## config.mk

```make
export PLATFORM = sky130hd
export DESIGN_NAME = adc_result_addr_gen
export DESIGN_NICKNAME = d
export VERILOG_FILES = /design/src/rtl/adcdma_pkg.sv /design/src/rtl/adcdma_cfg_shadow.sv /design/src/rtl/adcdma_seq_track.sv /design/src/rtl/adcdma_addr_sel.sv /design/src/rtl/adcdma_stage_fifo.sv /design/src/rtl/adc_result_addr_gen.sv
export SDC_FILE = /design/constraint.sdc
export NUM_CORES = 1
export LEC_CHECK = 0
export BUFFER_PORTS_ARGS = -buffer_cell sky130_fd_sc_hd__buf_2
export CAP_MARGIN = 0
export CELL_PAD_IN_SITES_DETAIL_PLACEMENT = 1
export CELL_PAD_IN_SITES_GLOBAL_PLACEMENT = 2
export CORE_MARGIN = 5
export CORE_UTILIZATION = 30
export DETAILED_ROUTE_END_ITERATION = 8
export PLACE_DENSITY_LB_ADDON = 0.1
export SLEW_MARGIN = 20
export SYNTH_ARGS = -nofsm -noshare
export SYNTH_HDL_FRONTEND = slang
export SYNTH_SLANG_ARGS = --single-unit
```

## constraint.sdc

```tcl
create_clock -name clk -period 8.38 [get_ports clk]
set_clock_uncertainty 0.15 [all_clocks]
set_input_delay 1.676 -clock clk [delete_from_list [all_inputs] [get_ports clk]]
set_output_delay 1.676 -clock clk [all_outputs]
set_load 0.02 [all_outputs]
```

## src/rtl/adcdma_pkg.sv

```systemverilog
package adcdma_pkg;

  typedef enum logic {
    PLACE_SCATTER = 1'b0,
    PLACE_ORDERED = 1'b1
  } place_e;

  // Mask of valid slot indices for a region of 2^code words.
  function automatic logic [31:0] slot_mask(input logic [31:0] code);
    return (32'd1 << code) - 32'd1;
  endfunction

  // First word of the region that belongs to one analog input.
  function automatic logic [31:0] region_base(input logic [31:0] ch,
                                              input logic [31:0] code);
    return ch << code;
  endfunction

  // Scatter/gather word address: region base plus slot.
  function automatic logic [31:0] scatter_addr(input logic [31:0] ch,
                                               input logic [31:0] slot,
                                               input logic [31:0] code);
    return region_base(ch, code) + slot;
  endfunction

  // Slot pointer after one advance, wrapping at the region size.
  function automatic logic [31:0] slot_next(input logic [31:0] slot,
                                            input logic [31:0] code);
    return (slot + 32'd1) & slot_mask(code);
  endfunction

endpackage

```

## src/rtl/adcdma_cfg_shadow.sv

```systemverilog
module adcdma_cfg_shadow #(
  parameter int SPI_W = 4,
  parameter int SZ_W  = 3
) (
  input  logic             clk,
  input  logic             rst_n,
  input  logic             enable,
  input  logic             cfg_ordered,
  input  logic [SPI_W-1:0] cfg_spi,
  input  logic [SZ_W-1:0]  cfg_size,
  output logic             sh_ordered,
  output logic [SPI_W-1:0] sh_spi,
  output logic [SZ_W-1:0]  sh_size
);

  // Settings are open only while the block is disabled.
  always_ff @(posedge clk) begin
    if (!rst_n) begin
      sh_ordered <= 1'b0;
      sh_spi     <= '0;
      sh_size    <= '0;
    end else if (!enable) begin
      sh_ordered <= cfg_ordered;
      sh_spi     <= cfg_spi;
      sh_size    <= cfg_size;
    end
  end

endmodule

```

## src/rtl/adcdma_seq_track.sv

```systemverilog
module adcdma_seq_track
  import adcdma_pkg::*;
#(
  parameter int SPI_W  = 4,
  parameter int SZ_W   = 3,
  parameter int PTR_W  = 7,
  parameter int OFS_W  = 12,
  parameter int NSH    = 4,
  parameter int FILL_W = $clog2(NSH + 1)
) (
  input  logic              clk,
  input  logic              rst_n,
  input  logic              enable,
  input  logic              conv_valid,
  input  logic              seq_done,
  input  logic [SPI_W-1:0]  sh_spi,
  input  logic [SZ_W-1:0]   sh_size,
  output logic              accept,
  output logic              period_end,
  output logic [PTR_W-1:0]  ptr,
  output logic [OFS_W-1:0]  ofs,
  output logic [FILL_W-1:0] fill
);

  logic [SPI_W-1:0] seq_cnt_q;
  logic [31:0]      ptr_adv;

  // A result is taken while the sequence still has a free sample slot.
  assign accept     = enable && conv_valid && (fill < FILL_W'(NSH));
  // The last sequence end of an advance period.
  assign period_end = enable && seq_done && (seq_cnt_q == sh_spi);
  assign ptr_adv    = slot_next(32'(ptr), 32'(sh_size));

  always_ff @(posedge clk) begin
    if (!rst_n || !enable) begin
      ptr <= '0;
    end else if (period_end) begin
      ptr <= ptr_adv[PTR_W-1:0];
    end
  end

  always_ff @(posedge clk) begin
    if (!rst_n || !enable) begin
      ofs <= '0;
    end else if (period_end) begin
      ofs <= '0;
    end else if (accept) begin
      ofs <= ofs + OFS_W'(1);
    end
  end

  always_ff @(posedge clk) begin
    if (!rst_n || !enable) begin
      seq_cnt_q <= '0;
    end else if (seq_done) begin
      seq_cnt_q <= period_end ? '0 : seq_cnt_q + SPI_W'(1);
    end
  end

  always_ff @(posedge clk) begin
    if (!rst_n || !enable) begin
      fill <= '0;
    end else if (seq_done) begin
      fill <= '0;
    end else if (accept) begin
      fill <= fill + FILL_W'(1);
    end
  end

endmodule

```

## src/rtl/adcdma_addr_sel.sv

```systemverilog
module adcdma_addr_sel
  import adcdma_pkg::*;
#(
  parameter int CH_W   = 5,
  parameter int SZ_W   = 3,
  parameter int PTR_W  = 7,
  parameter int ADDR_W = 12
) (
  input  logic              sh_ordered,
  input  logic [SZ_W-1:0]   sh_size,
  input  logic [CH_W-1:0]   ch,
  input  logic [PTR_W-1:0]  ptr,
  input  logic [ADDR_W-1:0] ofs,
  output logic [ADDR_W-1:0] addr
);

  logic [31:0] sg_full;
  place_e      mode;

  assign mode    = place_e'(sh_ordered);
  assign sg_full = scatter_addr(32'(ch), 32'(ptr), 32'(sh_size));

  always_comb begin
    if (mode == PLACE_ORDERED) begin
      addr = ofs;
    end else begin
      addr = sg_full[ADDR_W-1:0];
    end
  end

endmodule

```

## src/rtl/adcdma_stage_fifo.sv

```systemverilog
module adcdma_stage_fifo #(
  parameter int DEPTH = 8,
  parameter int W     = 24,
  parameter int IW    = $clog2(DEPTH),
  parameter int PW    = IW + 1
) (
  input  logic         clk,
  input  logic         rst_n,
  input  logic         flush,
  input  logic         push,
  input  logic [W-1:0] push_word,
  input  logic         release_now,
  output logic         avail,
  output logic         full,
  output logic [W-1:0] head
);

  // DEPTH must be a power of two so that the pointers wrap naturally.
  logic [W-1:0]  store [DEPTH];
  logic [PW-1:0] wr_q, rd_q, rel_q;
  logic [PW-1:0] occ;
  logic          do_push;

  assign occ     = wr_q - rd_q;
  assign full    = (occ == PW'(DEPTH));
  assign do_push = push && !full;
  // Words up to the release mark may leave; one leaves per cycle.
  assign avail   = (rd_q != rel_q);
  assign head    = store[rd_q[IW-1:0]];

  always_ff @(posedge clk) begin
    if (do_push) begin
      store[wr_q[IW-1:0]] <= push_word;
    end
  end

  always_ff @(posedge clk) begin
    if (!rst_n || flush) begin
      wr_q  <= '0;
      rd_q  <= '0;
      rel_q <= '0;
    end else begin
      if (do_push) begin
        wr_q <= wr_q + PW'(1);
      end
      if (avail) begin
        rd_q <= rd_q + PW'(1);
      end
      if (release_now) begin
        rel_q <= do_push ? wr_q + PW'(1) : wr_q;
      end
    end
  end

endmodule

```

## src/rtl/adc_result_addr_gen.sv

```systemverilog
module adc_result_addr_gen #(
  parameter int CH_W   = 5,
  parameter int DATA_W = 12,
  parameter int SPI_W  = 4,
  parameter int SZ_W   = 3,
  parameter int NSH    = 4
) (
  input  logic              clk,
  input  logic              rst_n,
  input  logic              enable,
  input  logic              cfg_ordered,
  input  logic [SPI_W-1:0]  cfg_spi,
  input  logic [SZ_W-1:0]   cfg_size,
  input  logic              conv_valid,
  input  logic [CH_W-1:0]   conv_ch,
  input  logic [DATA_W-1:0] conv_data,
  input  logic              seq_done,
  output logic              dma_req,
  output logic [CH_W+(2**SZ_W)-1-1:0] dma_addr,
  output logic [DATA_W-1:0] dma_data
);

  localparam int PTR_W  = (2 ** SZ_W) - 1;
  localparam int ADDR_W = CH_W + PTR_W;
  localparam int DEPTH  = 2 * NSH;
  localparam int WORD_W = ADDR_W + DATA_W;
  localparam int FILL_W = $clog2(NSH + 1);

  // Named internal events, also observed by the bound checker.
  logic              sh_ordered;
  logic [SPI_W-1:0]  sh_spi;
  logic [SZ_W-1:0]   sh_size;
  logic              accept;
  logic              period_end;
  logic [PTR_W-1:0]  ptr;
  logic [ADDR_W-1:0] ofs;
  logic [FILL_W-1:0] fill;
  logic [ADDR_W-1:0] place_addr;
  logic              stg_full;
  logic              stg_avail;
  logic [WORD_W-1:0] stg_head;

  adcdma_cfg_shadow #(
    .SPI_W(SPI_W),
    .SZ_W (SZ_W)
  ) u_cfg (
    .clk        (clk),
    .rst_n      (rst_n),
    .enable     (enable),
    .cfg_ordered(cfg_ordered),
    .cfg_spi    (cfg_spi),
    .cfg_size   (cfg_size),
    .sh_ordered (sh_ordered),
    .sh_spi     (sh_spi),
    .sh_size    (sh_size)
  );

  adcdma_seq_track #(
    .SPI_W (SPI_W),
    .SZ_W  (SZ_W),
    .PTR_W (PTR_W),
    .OFS_W (ADDR_W),
    .NSH   (NSH),
    .FILL_W(FILL_W)
  ) u_seq (
    .clk       (clk),
    .rst_n     (rst_n),
    .enable    (enable),
    .conv_valid(conv_valid),
    .seq_done  (seq_done),
    .sh_spi    (sh_spi),
    .sh_size   (sh_size),
    .accept    (accept),
    .period_end(period_end),
    .ptr       (ptr),
    .ofs       (ofs),
    .fill      (fill)
  );

  adcdma_addr_sel #(
    .CH_W  (CH_W),
    .SZ_W  (SZ_W),
    .PTR_W (PTR_W),
    .ADDR_W(ADDR_W)
  ) u_sel (
    .sh_ordered(sh_ordered),
    .sh_size   (sh_size),
    .ch        (conv_ch),
    .ptr       (ptr),
    .ofs       (ofs),
    .addr      (place_addr)
  );

  adcdma_stage_fifo #(
    .DEPTH(DEPTH),
    .W    (WORD_W)
  ) u_stage (
    .clk        (clk),
    .rst_n      (rst_n),
    .flush      (!enable),
    .push       (accept),
    .push_word  ({place_addr, conv_data}),
    .release_now(enable && seq_done),
    .avail      (stg_avail),
    .full       (stg_full),
    .head       (stg_head)
  );

  assign dma_req  = stg_avail;
  assign dma_addr = stg_avail ? stg_head[WORD_W-1:DATA_W] : '0;
  assign dma_data = stg_avail ? stg_head[DATA_W-1:0] : '0;

endmodule

```

==> results by group <==
Run status
  – Run status: complete, no violations

Clock network
  – Clock Path Buffers: 3
  – Clk root buf: clkbuf_16
  – Clock transition at the registers of the reported paths: 0.06 ns
  – PostCTS Resize Cnt: 0
  – Setup bufs post-CTS: 0
  – CTS Buf Count: 28
  – CTS tree: built
  – Cts-stage hold buffer count: 0
  – Clk Latency, worst-skew pair: 0.55 ns
  – Clk sinks: 241
  – CTS H-tree lvls: 1

Place
  – Hpwl dp: 15300 um
  – Gpl congestion: 0.748
  – Number of I/O port buffers: 54
  – Placement-stage cell area: 11200 um2

Floorplan
  – Die X: 195 um
  – Full die area: 38200 um2
  – Row cnt: 68
  – Initial Util: 0.302
  – Core area: 34200 um2
  – # IOs: 55
  – Die H: 195 um

Route
  – Drt total wl: 25400 um
  – Via density: 4.86
  – Routed WL per cell: 20.9 um
  – DRT iter0 DRCs: 229
  – DRC: 0
  – Final ANT Viol Nets: 0
  – Initial DRT Pass Iterations: 4
  – Via Count: 5920

Cells and area
  – Area growth, synth to finish: 17.8%
  – Area of the multi-input gates: 3430 um2
  – N_diodes: 0
  – Commonest cells after routing, fill and taps aside: edfxtp_1, buf_2, nor2_1, mux4_2, dfxtp_1
  – FF/Latch Area: 6750 um2
  – Nets: 787
  – # fillers: 3550
  – Leading cell type in the layout, fill and taps excluded: edfxtp_1
  – Non-Filler Cell Area, Final: 12100 um2
  – Share of cells above drive strength 1: 0.232

STA
  – Final Hold Viols: 0
  – Relative slew slack: 0.414
  – Period utilization: 0.532
  – Slew at the pin closest to its max-slew limit: 0.878 ns
  – Crit path time final: 4.46 ns
  – Final setup viols: 0
  – RSZ-0062 raised after global routing: false
  – Final Max Tran Viols: 0
  – Max Freq: 224 MHz
  – Worst Hold Slack: 0.375 ns
  – Setup TNS: 0 ns

GRT
  – Antenna violations before repair: 0
  – Largest net degree at the start of global routing: 49
  – GRT overflow: 0
  – First-pass GRT wire length: 39600 um
  – Vias in the first global route: 6599
  – GR Util All Layers: 0.132

Synth
  – Post-synthesis register bit count: 241
  – EDFF count, synth: 192
  – Dominant synthesized flop cell: edfxtp_1
  – Syn nets: 724
  – Synth Warn #: 0
  – FFs w/ async S/R, synth: 0
  – Netlist Area Pre-Place: 10300 um2
  – Syn avg cell area: 15.2 um2
  – Sequential share of the synthesized area: 0.654
  – Distinct cells, synth: 49
  – Synth Instances: 677

Flow run
  – Maxcap violations: 0

Critical path
  – Largest stage delay on the critical path: 0.71 ns
  – Crit path DAT: 2.63 ns
  – Crit path cell chain: buf_12 > mux4_2 > mux2i_1 > nor2_1 > buf_2
  – Crit Reg-Reg Startpoint: u_cfg.sh_size[0]
  – Crit start category: flop
  – Req. time, crit path: 6.55 ns
  – Slowest-stage cell, CP: dfxtp_4
  – Crit-path max FO: 26
  – Element type at the critical path end: output port
  – Crit path kind: flop to output port

Power and ir drop
  – Worst vdd rail ir drop: 138 uV
  – Pwr Density: 232 nW/um2
  – Leakage: 0.00402 uW

Hold path
  – Hold_sp: u_seq.fill[2]
  – Hold Crit Class: flop to flop
flip-flops by register name, summed over array words and instances, names as in the netlist, named ones only:
name,cells
u_seq.ptr,7
u_seq.seq_cnt_q,4
u_stage.rel_q,4
u_seq.ofs,12
u_stage.store,192
u_stage.wr_q,4
u_seq.fill,3
u_cfg.sh_spi,4
u_cfg.sh_ordered,1
u_cfg.sh_size,3
u_stage.rd_q,4
routing by layer:
| metal | global-route usage | share of wire | vias up |
|---|---|---|---|
| met5 | 0 | 0 | - |
| met4 | 0.0264 | 0.017 | 0 |
| met3 | 0.0205 | 0.030 | 29 |
| met2 | 0.238 | 0.51 | 82 |
| met1 | 0.170 | 0.44 | 3062 |
| li1 | - | - | 2747 |
through the flow:
stage | total power, uW | setup WS (ns) | cells | util
6_report | 2810 | 3.92 | 1217 | 0.355
5_1_grt | 2930 | 3.71 | 1217 | 0.355
4_1_cts | 2860 | 3.66 | 1216 | 0.354
3_5_place_dp | 1590 | 3.73 | 1164 | 0.326
3_3_place_gp | 1580 | 3.92 | 1164 | 0.326
2_1_floorplan | 1500 | 2.68 | 677 | -
cells in the mapped netlist, types with 7 or more instances:
library cell	n	area (um2)
dfxtp_1	49	981
nand2_1	31	116
buf_2	7	35.0
clkbuf_1	22	82.6
mux4_2	49	1100
nor2b_1	11	68.8
nand3_1	12	60.1
a21oi_1	17	85.1
nor3_1	12	60.1
xor2_1	21	184
o21ai_0	26	130
nor2_1	53	199
ha_1	16	200
edfxtp_1	192	5770
xnor2_1	9	78.8
inv_1	11	41.3
mux2i_1	39	390
nand2b_1	7	43.8
power breakdown:
part / switching, uW / internal, uW / leakage, uW / total [uW]
Combinational: 135 / 87.9 / 0.00141 / 223
Sequential: 20.2 / 1310 / 0.00215 / 1330
Clock: 489 / 769 / 0.000467 / 1260
Total: 644 / 2170 / 0.00402 / 2810
kinds of logic after synthesis:
family	Yosys count	share of synthesized area
XOR/XNOR	30	0.0255
flip-flops	241	0.654
multiplexers	94	0.151
buffers and inverters	47	0.0180
AND/OR/NAND/NOR	167	0.0808
AO/OA/AOI/OAI	81	0.0488
adder cells (fa/ha/maj)	17	0.0214
path summary, 6_finish.rpt:
| path | cells past startpoint | slack [ns] | to |
|---|---|---|---|
| max | 5 | 3.92 | dma_addr[3] |
| min | 2 | 0.37 | u_seq.fill[2] |
| max reg2reg | 8 | 4.54 | u_stage.store[0][18] |
| min reg2reg | 2 | 0.37 | u_seq.fill[2] |
final cells by class:
class                           instances  share of cell area
Clock inverter                         21              0.0210
Multi-Input combinational cell        389               0.282
Timing Repair Buffer                   67              0.0313
Tap cell                              455              0.0469
Clock buffer                           31              0.0586
Inverter                               13             0.00402
Sequential cell                       241               0.556
critical path: cells and delay by family, from the launching register on:
kind                   cells  cell delay, ns
and+or+nand+nor            1            0.06
DFF                        1            0.71
muxes                      2            0.80
buffers and inverters      2            0.46
Power figures use the tool's default switching activity.
